[config.mk]
export PLATFORM = sky130hd
export DESIGN_NAME = board_boot_seq
export DESIGN_NICKNAME = d
export VERILOG_FILES = /design/src/rtl/boot_pkg.sv /design/src/rtl/boot_tick_timer.sv /design/src/rtl/boot_bus_port.sv /design/src/rtl/board_boot_seq.sv
export SDC_FILE = /design/constraint.sdc
export NUM_CORES = 1
export LEC_CHECK = 0
export CORE_ASPECT_RATIO = 1.1
export CORE_MARGIN = 3
export CORE_UTILIZATION = 41
export DETAILED_ROUTE_END_ITERATION = 6
export SKIP_CTS_REPAIR_TIMING = 1
export SYNTH_ARGS = -nofsm -noshare
export SYNTH_HDL_FRONTEND = slang
export SYNTH_HIERARCHICAL = 1
export SYNTH_SLANG_ARGS = --single-unit
[constraint.sdc]
create_clock -name clk -period 4.57 [get_ports clk]
set_input_delay 0.6855 -clock clk [delete_from_list [all_inputs] [get_ports clk]]
set_output_delay 0.6855 -clock clk [all_outputs]
set_load 0.005 [all_outputs]
[src/rtl/boot_pkg.sv]
// Shared constants and state type for the board bring-up sequencer.
// Assumes a byte-wide register map: data at 0, status at 2, reset at 7.
package boot_pkg;

    localparam logic [2:0] ADDR_DATA   = 3'd0;
    localparam logic [2:0] ADDR_STAT   = 3'd2;
    localparam logic [2:0] ADDR_RESET  = 3'd7;

    localparam int IN_EMPTY_BIT  = 5;
    localparam int OUT_FULL_BIT  = 6;

    localparam int         MSG_LEN    = 16;
    localparam logic [7:0] ID_BYTE0   = 8'h96;
    localparam logic [7:0] ID_BYTE1   = 8'h35;
    localparam logic [7:0] FW_MARKER  = 8'h3C;
    localparam logic [7:0] VERDICT_OK = 8'hC3;
    localparam logic [7:0] VERDICT_CRC = 8'h5A;

    localparam logic [3:0] CODE_OK         = 4'd0;
    localparam logic [3:0] CODE_MSG_TIME   = 4'd1;
    localparam logic [3:0] CODE_ID_BAD     = 4'd2;
    localparam logic [3:0] CODE_HDR_BAD    = 4'd3;
    localparam logic [3:0] CODE_BLK0_TIME  = 4'd4;
    localparam logic [3:0] CODE_BLKN_TIME  = 4'd5;
    localparam logic [3:0] CODE_VER_TIME   = 4'd6;
    localparam logic [3:0] CODE_CRC        = 4'd7;
    localparam logic [3:0] CODE_VER_BAD    = 4'd8;

    typedef enum logic [3:0] {
        S_IDLE, S_RST1, S_GAP, S_RST2,
        S_MSG_STAT, S_MSG_DATA,
        S_FW_STAT, S_FW_FETCH, S_FW_DATA,
        S_VER_STAT, S_VER_DATA, S_DONE
    } seq_state_t;

endpackage

[src/rtl/boot_tick_timer.sv]
// Counts millisecond tick pulses since the last clear, saturating at all-ones.
// Assumes ms_tick is a single-cycle pulse; a clear wins over a tick.
module boot_tick_timer #(
    parameter int W = 12
) (
    input  logic         clk,
    input  logic         rst_n,
    input  logic         clr,
    input  logic         tick,
    output logic [W-1:0] count
);

    // Tick counter with synchronous clear and saturation.
    always_ff @(posedge clk) begin
        if (!rst_n)                         count <= '0;
        else if (clr)                       count <= '0;
        else if (tick && (count != '1))     count <= count + 1'b1;
    end

    // a clear always restarts the count from zero
    a_r8_clear_restarts: assert property (@(posedge clk) disable iff (!rst_n)
        clr |=> (count == '0));

endmodule

[src/rtl/boot_bus_port.sv]
// Drives one register access at a time on the host bus and holds it until ready.
// Assumes the requester issues only when busy is low; abort drops an access.
module boot_bus_port (
    input  logic       clk,
    input  logic       rst_n,
    input  logic       issue_rd,
    input  logic       issue_wr,
    input  logic [2:0] issue_addr,
    input  logic [7:0] issue_wdata,
    input  logic       abort,
    input  logic       bus_ready,
    output logic       bus_rd,
    output logic       bus_wr,
    output logic [2:0] bus_addr,
    output logic [7:0] bus_wdata,
    output logic       busy,
    output logic       ack
);

    assign busy = bus_rd | bus_wr;
    assign ack  = busy & bus_ready;

    // Strobe and address registers: set on issue, cleared on completion or abort.
    always_ff @(posedge clk) begin
        if (!rst_n) begin
            bus_rd    <= 1'b0;
            bus_wr    <= 1'b0;
            bus_addr  <= '0;
            bus_wdata <= '0;
        end else if (abort || ack) begin
            bus_rd <= 1'b0;
            bus_wr <= 1'b0;
        end else if (!busy && (issue_rd || issue_wr)) begin
            bus_rd    <= issue_rd;
            bus_wr    <= issue_wr & ~issue_rd;
            bus_addr  <= issue_addr;
            bus_wdata <= issue_wdata;
        end
    end

    // reads and writes are never driven together
    a_r11_one_strobe: assert property (@(posedge clk) disable iff (!rst_n)
        !(bus_rd && bus_wr));

    // a pending access holds strobe, address and data until ready
    a_r11_hold_until_ready: assert property (@(posedge clk) disable iff (!rst_n)
        (busy && !bus_ready && !abort) |=>
            (busy && $stable(bus_addr) && $stable(bus_wr) && $stable(bus_wdata)));

endmodule

[src/rtl/board_boot_seq.sv]
// Board bring-up sequencer: double command reset, identity message check,
// blockwise firmware download and verdict decode, each phase under a tick deadline.
// Assumes BLK_BYTES >= 2 (header and count sit in the first block) and a
// one-cycle ms_tick pulse spaced at least three clocks apart.
module board_boot_seq
    import boot_pkg::*;
#(
    parameter int GAP_MS     = 50,
    parameter int MSG_MS     = 2000,
    parameter int FIRST_MS   = 1000,
    parameter int LATER_MS   = 100,
    parameter int VERDICT_MS = 100,
    parameter int BLK_BYTES  = 512
) (
    input  logic       clk,
    input  logic       rst_n,
    input  logic       start,
    input  logic       ms_tick,
    output logic [2:0] bus_addr,
    output logic       bus_rd,
    output logic       bus_wr,
    output logic [7:0] bus_wdata,
    input  logic [7:0] bus_rdata,
    input  logic       bus_ready,
    input  logic [7:0] fw_data,
    input  logic       fw_valid,
    output logic       fw_ready,
    output logic       done,
    output logic       error,
    output logic [3:0] err_code
);

    localparam int MAX_A  = (GAP_MS > MSG_MS) ? GAP_MS : MSG_MS;
    localparam int MAX_B  = (FIRST_MS > LATER_MS) ? FIRST_MS : LATER_MS;
    localparam int MAX_C  = (MAX_A > MAX_B) ? MAX_A : MAX_B;
    localparam int MAX_MS = (MAX_C > VERDICT_MS) ? MAX_C : VERDICT_MS;
    localparam int TW     = $clog2(MAX_MS + 2);
    localparam int BW     = (BLK_BYTES > 2) ? $clog2(BLK_BYTES) : 1;
    localparam logic [BW-1:0] LAST_IDX = BW'(BLK_BYTES - 1);
    localparam logic [3:0]    MSG_LAST = 4'(MSG_LEN - 1);

    seq_state_t     state, state_n;
    logic [3:0]     msg_idx;
    logic [BW-1:0]  byte_idx;
    logic [7:0]     blocks_left;
    logic           first_blk;
    logic [7:0]     wbyte;
    logic [3:0]     code_n;
    logic [TW-1:0]  tcnt;
    logic [TW-1:0]  lim;
    logic           timed, expired, tmr_clr;
    logic           issue_rd, issue_wr, busy, ack;
    logic [2:0]     issue_addr;
    logic           take_byte;

    // Phase deadline selection and expiry flag.
    always_comb begin
        timed = 1'b1;
        lim   = '0;
        unique case (state)
            S_MSG_STAT, S_MSG_DATA:            lim = TW'(MSG_MS);
            S_FW_STAT, S_FW_FETCH, S_FW_DATA:  lim = first_blk ? TW'(FIRST_MS) : TW'(LATER_MS);
            S_VER_STAT, S_VER_DATA:            lim = TW'(VERDICT_MS);
            default:                           timed = 1'b0;
        endcase
        expired = timed && (tcnt >= lim);
    end

    // Bus requests issued by the current state while no access is pending.
    always_comb begin
        issue_rd   = 1'b0;
        issue_wr   = 1'b0;
        issue_addr = ADDR_STAT;
        if (!busy && !expired) begin
            unique case (state)
                S_RST1, S_RST2: begin issue_wr = 1'b1; issue_addr = ADDR_RESET; end
                S_MSG_STAT, S_FW_STAT, S_VER_STAT: issue_rd = 1'b1;
                S_MSG_DATA, S_VER_DATA: begin issue_rd = 1'b1; issue_addr = ADDR_DATA; end
                S_FW_DATA: begin issue_wr = 1'b1; issue_addr = ADDR_DATA; end
                default: ;
            endcase
        end
    end

    assign fw_ready  = (state == S_FW_FETCH) && !expired;
    assign take_byte = fw_ready && fw_valid;

    // Next-state, timer-clear and result-code decision.
    always_comb begin
        state_n = state;
        tmr_clr = 1'b0;
        code_n  = err_code;
        unique case (state)
            S_IDLE, S_DONE: if (start) begin state_n = S_RST1; code_n = CODE_OK; end
            S_RST1: if (ack) begin state_n = S_GAP; tmr_clr = 1'b1; end
            S_GAP:  if (tcnt >= TW'(GAP_MS)) state_n = S_RST2;
            S_RST2: if (ack) begin state_n = S_MSG_STAT; tmr_clr = 1'b1; end
            S_MSG_STAT: if (ack && !bus_rdata[IN_EMPTY_BIT]) state_n = S_MSG_DATA;
            S_MSG_DATA: if (ack) begin
                if ((msg_idx == 4'd0 && bus_rdata != ID_BYTE0) ||
                    (msg_idx == 4'd1 && bus_rdata != ID_BYTE1)) begin
                    state_n = S_DONE; code_n = CODE_ID_BAD;
                end else if (msg_idx == MSG_LAST) begin
                    state_n = S_FW_STAT; tmr_clr = 1'b1;
                end else begin
                    state_n = S_MSG_STAT;
                end
            end
            S_FW_STAT: if (ack && !bus_rdata[OUT_FULL_BIT]) state_n = S_FW_FETCH;
            S_FW_FETCH: if (fw_valid) begin
                if (first_blk && byte_idx == '0 && fw_data != FW_MARKER) begin
                    state_n = S_DONE; code_n = CODE_HDR_BAD;
                end else begin
                    state_n = S_FW_DATA;
                end
            end
            S_FW_DATA: if (ack) begin
                if (byte_idx == LAST_IDX) begin
                    tmr_clr = 1'b1;
                    state_n = (blocks_left == 8'd0) ? S_VER_STAT : S_FW_STAT;
                end else begin
                    state_n = S_FW_STAT;
                end
            end
            S_VER_STAT: if (ack && !bus_rdata[IN_EMPTY_BIT]) state_n = S_VER_DATA;
            S_VER_DATA: if (ack) begin
                state_n = S_DONE;
                if (bus_rdata == VERDICT_OK)       code_n = CODE_OK;
                else if (bus_rdata == VERDICT_CRC) code_n = CODE_CRC;
                else                               code_n = CODE_VER_BAD;
            end
            default: ;
        endcase
        // A deadline overrides any progress made in the same cycle.
        if (expired) begin
            state_n = S_DONE;
            tmr_clr = 1'b0;
            unique case (state)
                S_MSG_STAT, S_MSG_DATA: code_n = CODE_MSG_TIME;
                S_VER_STAT, S_VER_DATA: code_n = CODE_VER_TIME;
                default: code_n = first_blk ? CODE_BLK0_TIME : CODE_BLKN_TIME;
            endcase
        end
    end

    // State, result code and download progress registers.
    always_ff @(posedge clk) begin
        if (!rst_n) begin
            state       <= S_IDLE;
            err_code    <= CODE_OK;
            msg_idx     <= '0;
            byte_idx    <= '0;
            blocks_left <= '0;
            first_blk   <= 1'b1;
            wbyte       <= '0;
        end else begin
            state    <= state_n;
            err_code <= code_n;
            if ((state == S_IDLE || state == S_DONE) && start) begin
                msg_idx     <= '0;
                byte_idx    <= '0;
                blocks_left <= '0;
                first_blk   <= 1'b1;
            end
            if (state == S_MSG_DATA && ack && !expired)
                msg_idx <= msg_idx + 1'b1;
            if (take_byte) begin
                wbyte <= fw_data;
                if (first_blk && byte_idx == BW'(1))
                    blocks_left <= fw_data;
            end
            if (state == S_FW_DATA && ack && !expired) begin
                if (byte_idx == LAST_IDX) begin
                    byte_idx  <= '0;
                    first_blk <= 1'b0;
                    if (blocks_left != 8'd0) blocks_left <= blocks_left - 1'b1;
                end else begin
                    byte_idx <= byte_idx + 1'b1;
                end
            end
        end
    end

    assign done  = (state == S_DONE);
    assign error = done && (err_code != CODE_OK);

    boot_tick_timer #(.W(TW)) u_timer (
        .clk   (clk),
        .rst_n (rst_n),
        .clr   (tmr_clr),
        .tick  (ms_tick),
        .count (tcnt)
    );

    boot_bus_port u_port (
        .clk         (clk),
        .rst_n       (rst_n),
        .issue_rd    (issue_rd),
        .issue_wr    (issue_wr),
        .issue_addr  (issue_addr),
        .issue_wdata ((state == S_FW_DATA) ? wbyte : 8'h00),
        .abort       (expired),
        .bus_ready   (bus_ready),
        .bus_rd      (bus_rd),
        .bus_wr      (bus_wr),
        .bus_addr    (bus_addr),
        .bus_wdata   (bus_wdata),
        .busy        (busy),
        .ack         (ack)
    );

    // no bus activity once the run has finished
    a_r11_quiet_when_done: assert property (@(posedge clk) disable iff (!rst_n)
        done |-> !(bus_rd || bus_wr));

    // the second reset is only reached after the full gap
    a_r2_gap_elapsed: assert property (@(posedge clk) disable iff (!rst_n)
        (state == S_RST2) |-> (tcnt >= TW'(GAP_MS)));

    // a wrong first identity byte ends the run with the identity code
    a_r4_id_stop: assert property (@(posedge clk) disable iff (!rst_n)
        (state == S_MSG_DATA && ack && !expired && msg_idx == 4'd0 && bus_rdata != ID_BYTE0)
            |=> (done && err_code == CODE_ID_BAD));

    // a success verdict finishes cleanly
    a_r9_success_path: assert property (@(posedge clk) disable iff (!rst_n)
        (state == S_VER_DATA && ack && !expired && bus_rdata == VERDICT_OK)
            |=> (done && !error && err_code == CODE_OK));

    // firmware is never written before the header byte was accepted
    a_r7_no_early_write: assert property (@(posedge clk) disable iff (!rst_n)
        (bus_wr && bus_addr == ADDR_DATA) |-> (state == S_FW_DATA));

endmodule

==> results <==
- The run finished with clean final reports.
- The internal portion of the total power is 1.28 mW.
- The core region is 9540 µm².
- STA classifies the critical path startpoint as a register.
- Along the worst path, the maximum fanout reaches 20.
- At the later pin of the worst-skew pair, clock insertion delay measures 350 ps.
- The die is 101 µm wide.
- Dividing the detail-routed wire length by the instance count gives 16.0 µm.
- The die covers 11200 µm².
- The most instantiated library cell after synthesis is dfxtp_1.
- The termination of the worst setup path is fw_ready.
- The leakage dissipation is 1.97 nW.
- Setup repair after global routing left no endpoint under its margin.
- The starting density of the core is 42.9%.
- The aggregate global routing overflow is 0.
- The flop and latch count out of synthesis is 62.
- Per report_power, the clock group accounts for 31.3% of the total.
- The post-DP HPWL is 7860 µm.
- The total power per unit cell area is 411 nW/µm².
- Summed over its instances, the top area cell type makes up 30.4% of the synthesized netlist area.
- Setup slack on the worst reg-to-reg path comes out at 820 ps.
- The final hold slack is 461 ps.
- The count of final max-slew check failures is 0.
- The share of flip-flops with an asynchronous set or reset after synthesis is 0%.
- The number of antenna violations at the first check in global routing is 0.
- Measured in cells, the most critical reg-to-reg path has a length of 15.
- The final hold violation count is 0.
- Dividing the detail-routed via count by the number of cells gives 5.73.
- Counting distinct cell types in the post-synthesis netlist gives 73.
- After synthesis, the most frequently instantiated cells are dfxtp_1, nand2_1, nor2_1.
- The area growth from synthesis to final layout is 19.2%.
- The number of filler instances in the final layout is 924.
- Entering global routing, the biggest net connects 29 pins.
- The slew at the pin with the worst max-slew slack is 875 ps.
- In this run switching power makes up 36.2% of total power.
- Clock tree synthesis inserted a total of 9 buffers.
- The maximum count of clock buffers along a single path is 2.
- The number of nets handed over by synthesis was 534.
- Clock tree synthesis found a total of 62 sinks.
- The critical path is of the reg -> out type.
- At the end of routability-driven placement, the weighted congestion stood at 0.897.
- The required time at the worst-slack endpoint is 3880 ps.
- The worst path uses 89.3% of the clock period.
- Headroom to the max-slew limit came out at 41.0%.
- The worst-case vdd ir drop is 0.000160 V.
- The floorplan has 37 rows.
- After Yosys synthesis, full adders, half adders and majority gates account for 5.20% of the synthesized area.
- The max-cap check violation count is 0.
- After synthesis, the mean cell area works out to 8.26 µm².
- The cell area after synthesis is 4090 µm².
- The overall routed net length is 10600 µm.
- The number of global-route vias before repair is 3637.
- On the final layout, the worst clock skew is 8.75 ps.
- Setup violations remaining at the end of the flow were counted as 0.
- The worst reg2reg path endpoint is u_port/bus_wdata[5].
- The share of total power in sequential cells is 31.1%.
- The clock transition at the register clock pins on the worst setup and hold paths after CTS is 80 ps.
- The number of iterations in the first detailed-routing pass is 5.
- The detailed-route DRC error count is 0.
- The data arrival time of the worst path is 3390 ps.
- The minimum period implied by the final worst setup slack is 4080 ps.
- In this run the power spent charging and discharging nets is 0.725 mW.
- The floorplan die height is 111 µm.
- For this design the top-level I/O count stands at 42.
- The summed negative setup slack over all endpoints is 0 ps.
- The final route contains 3788 vias.
- Once detail routing completed, the nets flagged for antenna violations numbered 0.
- Summing the areas of all and, or, nand and nor instances in the mapped netlist gives 31.4% of the synthesized area.
- The endpoint type of the worst setup path is an output pin.
- The post-layout total power is 2.00 mW.
- TritonCTS built the clock tree.
- The primary flip-flop cell chosen by synthesis mapping is dfxtp_1.
- By area the synthesized netlist is led by dfxtp_1, mux2i_1, ha_1.
- The number of enable flip-flop cells after synthesis is 0.
- Summing the areas of all compound-gate instances in the mapped netlist gives 18.5% of the synthesized area.
- The critical path starts at state[3].
- The count of synthesis-stage warnings from yosys is 6.
- Once routing completed, OpenROAD measured the worst setup slack at 491 ps.
- Across every metal layer, demand over resource in global routing totals 19.8%.
- The mux cell area share after synthesis is 7.38%.
- The first-pass GRT wire length is 18000 µm.
- Summing the sequential cell areas from Yosys gives 30.4% of the chip area.
- The reg-to-reg critical path startpoint is state[3].
- Port buffering added 41 buffers.
- The final cell utilization of the core is 51.1%.
- The xor and xnor fraction of the mapped netlist area is 1.93%.
- The number of violations reported at the end of detailed-routing iteration 0 is 159.
- The min-delay analysis places its worst path in the category reg -> reg.
- The repair_antennas step left the layout with diodes totalling 0.
- The share of total power in combinational logic is 37.6%.
- Static timing analysis puts the maximum clock frequency at 0.245 GHz.
- By area, the combinational part of the netlist is dominated by simple AND/OR/NAND/NOR gates.
- Summed over all instances, the cell type with the most area after synthesis is dfxtp_1.
- Clock tree synthesis selected as its root buffer the cell clkbuf_8.
- Before CTS, the worst setup slack after placement is 843 ps.
- The cell count after synthesis is 495.
- The H-tree generated during clock tree synthesis spans 3 levels.
- The post-layout net count is 578.
- The fraction of layout cells with a size suffix above 1 is 9.93%.
==> per-layer routing <==
layer | GRT usage (%) | part of all wire (%) | up-vias | wire, µm
met1 | 26.2 | 45 | 1806 | 4810
li1 | - | - | 1884 | -
met5 | 0 | 0 | - | 0
met2 | 31.6 | 48 | 80 | 5110
met4 | 6.65 | 2.0 | 0 | 210
met3 | 4.34 | 4.2 | 18 | 444
==> per-stage QoR <==
| stage | cells | area, µm² |
|---|---|---|
| after floorplan | 495 | 4090 |
| after global placement | 645 | 4620 |
| after detailed placement | 645 | 4620 |
| after CTS | 661 | 4870 |
| after global routing | 661 | 4870 |
| final | 661 | 4870 |
==> cells by family after synthesis <==
| logic type | count (synthesis) |
|---|---|
| AND/OR/NAND/NOR | 225 |
| AO/OA/AOI/OAI | 108 |
| flip-flops | 62 |
| XOR/XNOR | 9 |
| multiplexers | 30 |
| buffers and inverters | 44 |
| adder cells (fa/ha/maj) | 17 |
==> sequential cells by signal, summed over array words and instances (netlist names) <==
register and flops:
state 4, u_port/bus_addr 3, blocks_left 8, msg_idx 4
first_blk 1, u_port/bus_rd 1, u_port/bus_wr 1, err_code 4
wbyte 8, byte_idx 9, u_timer/count 11, u_port/bus_wdata 8
==> final cells by class <==
class                   instances  area (µm²)  share of cell area, %
inverters                      22        82.6                   1.69
well taps                     117         146                   3.00
clock inverters                 6         116                   2.39
clock buffers                  10         138                   2.82
multi-input cells             389        2630                   54.0
flip-flops and latches         62        1240                   25.5
repair buffers                 55         515                   10.6
==> cells in the final DEF, fill, tap and decap left out, types with 3 or more instances in the layout <==
cell,instances
a21o_1,3
a21oi_1,30
a22o_1,5
a31oi_1,4
and2_1,14
and3_1,8
buf_4,14
bufinv_16,3
clkbuf_8,10
clkdlybuf4s50_1,41
dfxtp_1,62
ha_1,17
inv_1,22
mux2i_1,29
nand2_1,52
nand2b_1,7
nand3_1,24
nand3b_1,3
nand4_1,3
nor2_1,45
nor2b_1,9
nor3_1,11
nor4_1,7
nor4bb_1,5
o211ai_1,5
o21a_1,4
o21ai_0,25
o21ai_1,3
o22ai_1,4
o31ai_1,4
or3_1,6
or4_1,4
xor2_1,7
==> worst max-delay path, cell delays in order, from the launching register on <==
cell and delay (ps):
dfxtp_1 670, nor4b_4 290, buf_4 230, a21o_1 120
a21oi_1 110, ha_1 330, a21oi_1 150, o221a_2 220
o21a_1 150, nor2_2 50, nor2_1 180, clkdlybuf4s50_1 530
==> how the worst min path moves through the flow <==
stage                   startpoint                  end  cells past startpoint
6_report       u_port/bus_wdata[4]  u_port/bus_wdata[4]                      2
5_1_grt        u_port/bus_wdata[3]  u_port/bus_wdata[3]                      2
4_1_cts        u_port/bus_wdata[4]  u_port/bus_wdata[4]                      2
3_5_place_dp   u_port/bus_wdata[4]  u_port/bus_wdata[4]                      2
3_3_place_gp    u_port/bus_addr[0]   u_port/bus_addr[0]                      2
2_1_floorplan   u_port/bus_addr[0]   u_port/bus_addr[0]                      2
==> power by group through the flow <==
stage / logic [mW] / registers, mW / clock network (mW)
after floorplan: 0.573 / 0.615 / 0
after global placement: 0.738 / 0.636 / 0
after detailed placement: 0.746 / 0.635 / 0
after CTS: 0.749 / 0.623 / 0.638
after global routing: 0.829 / 0.630 / 0.668
final: 0.752 / 0.623 / 0.626
No activity file was read; power rests on OpenSTA's default activity.
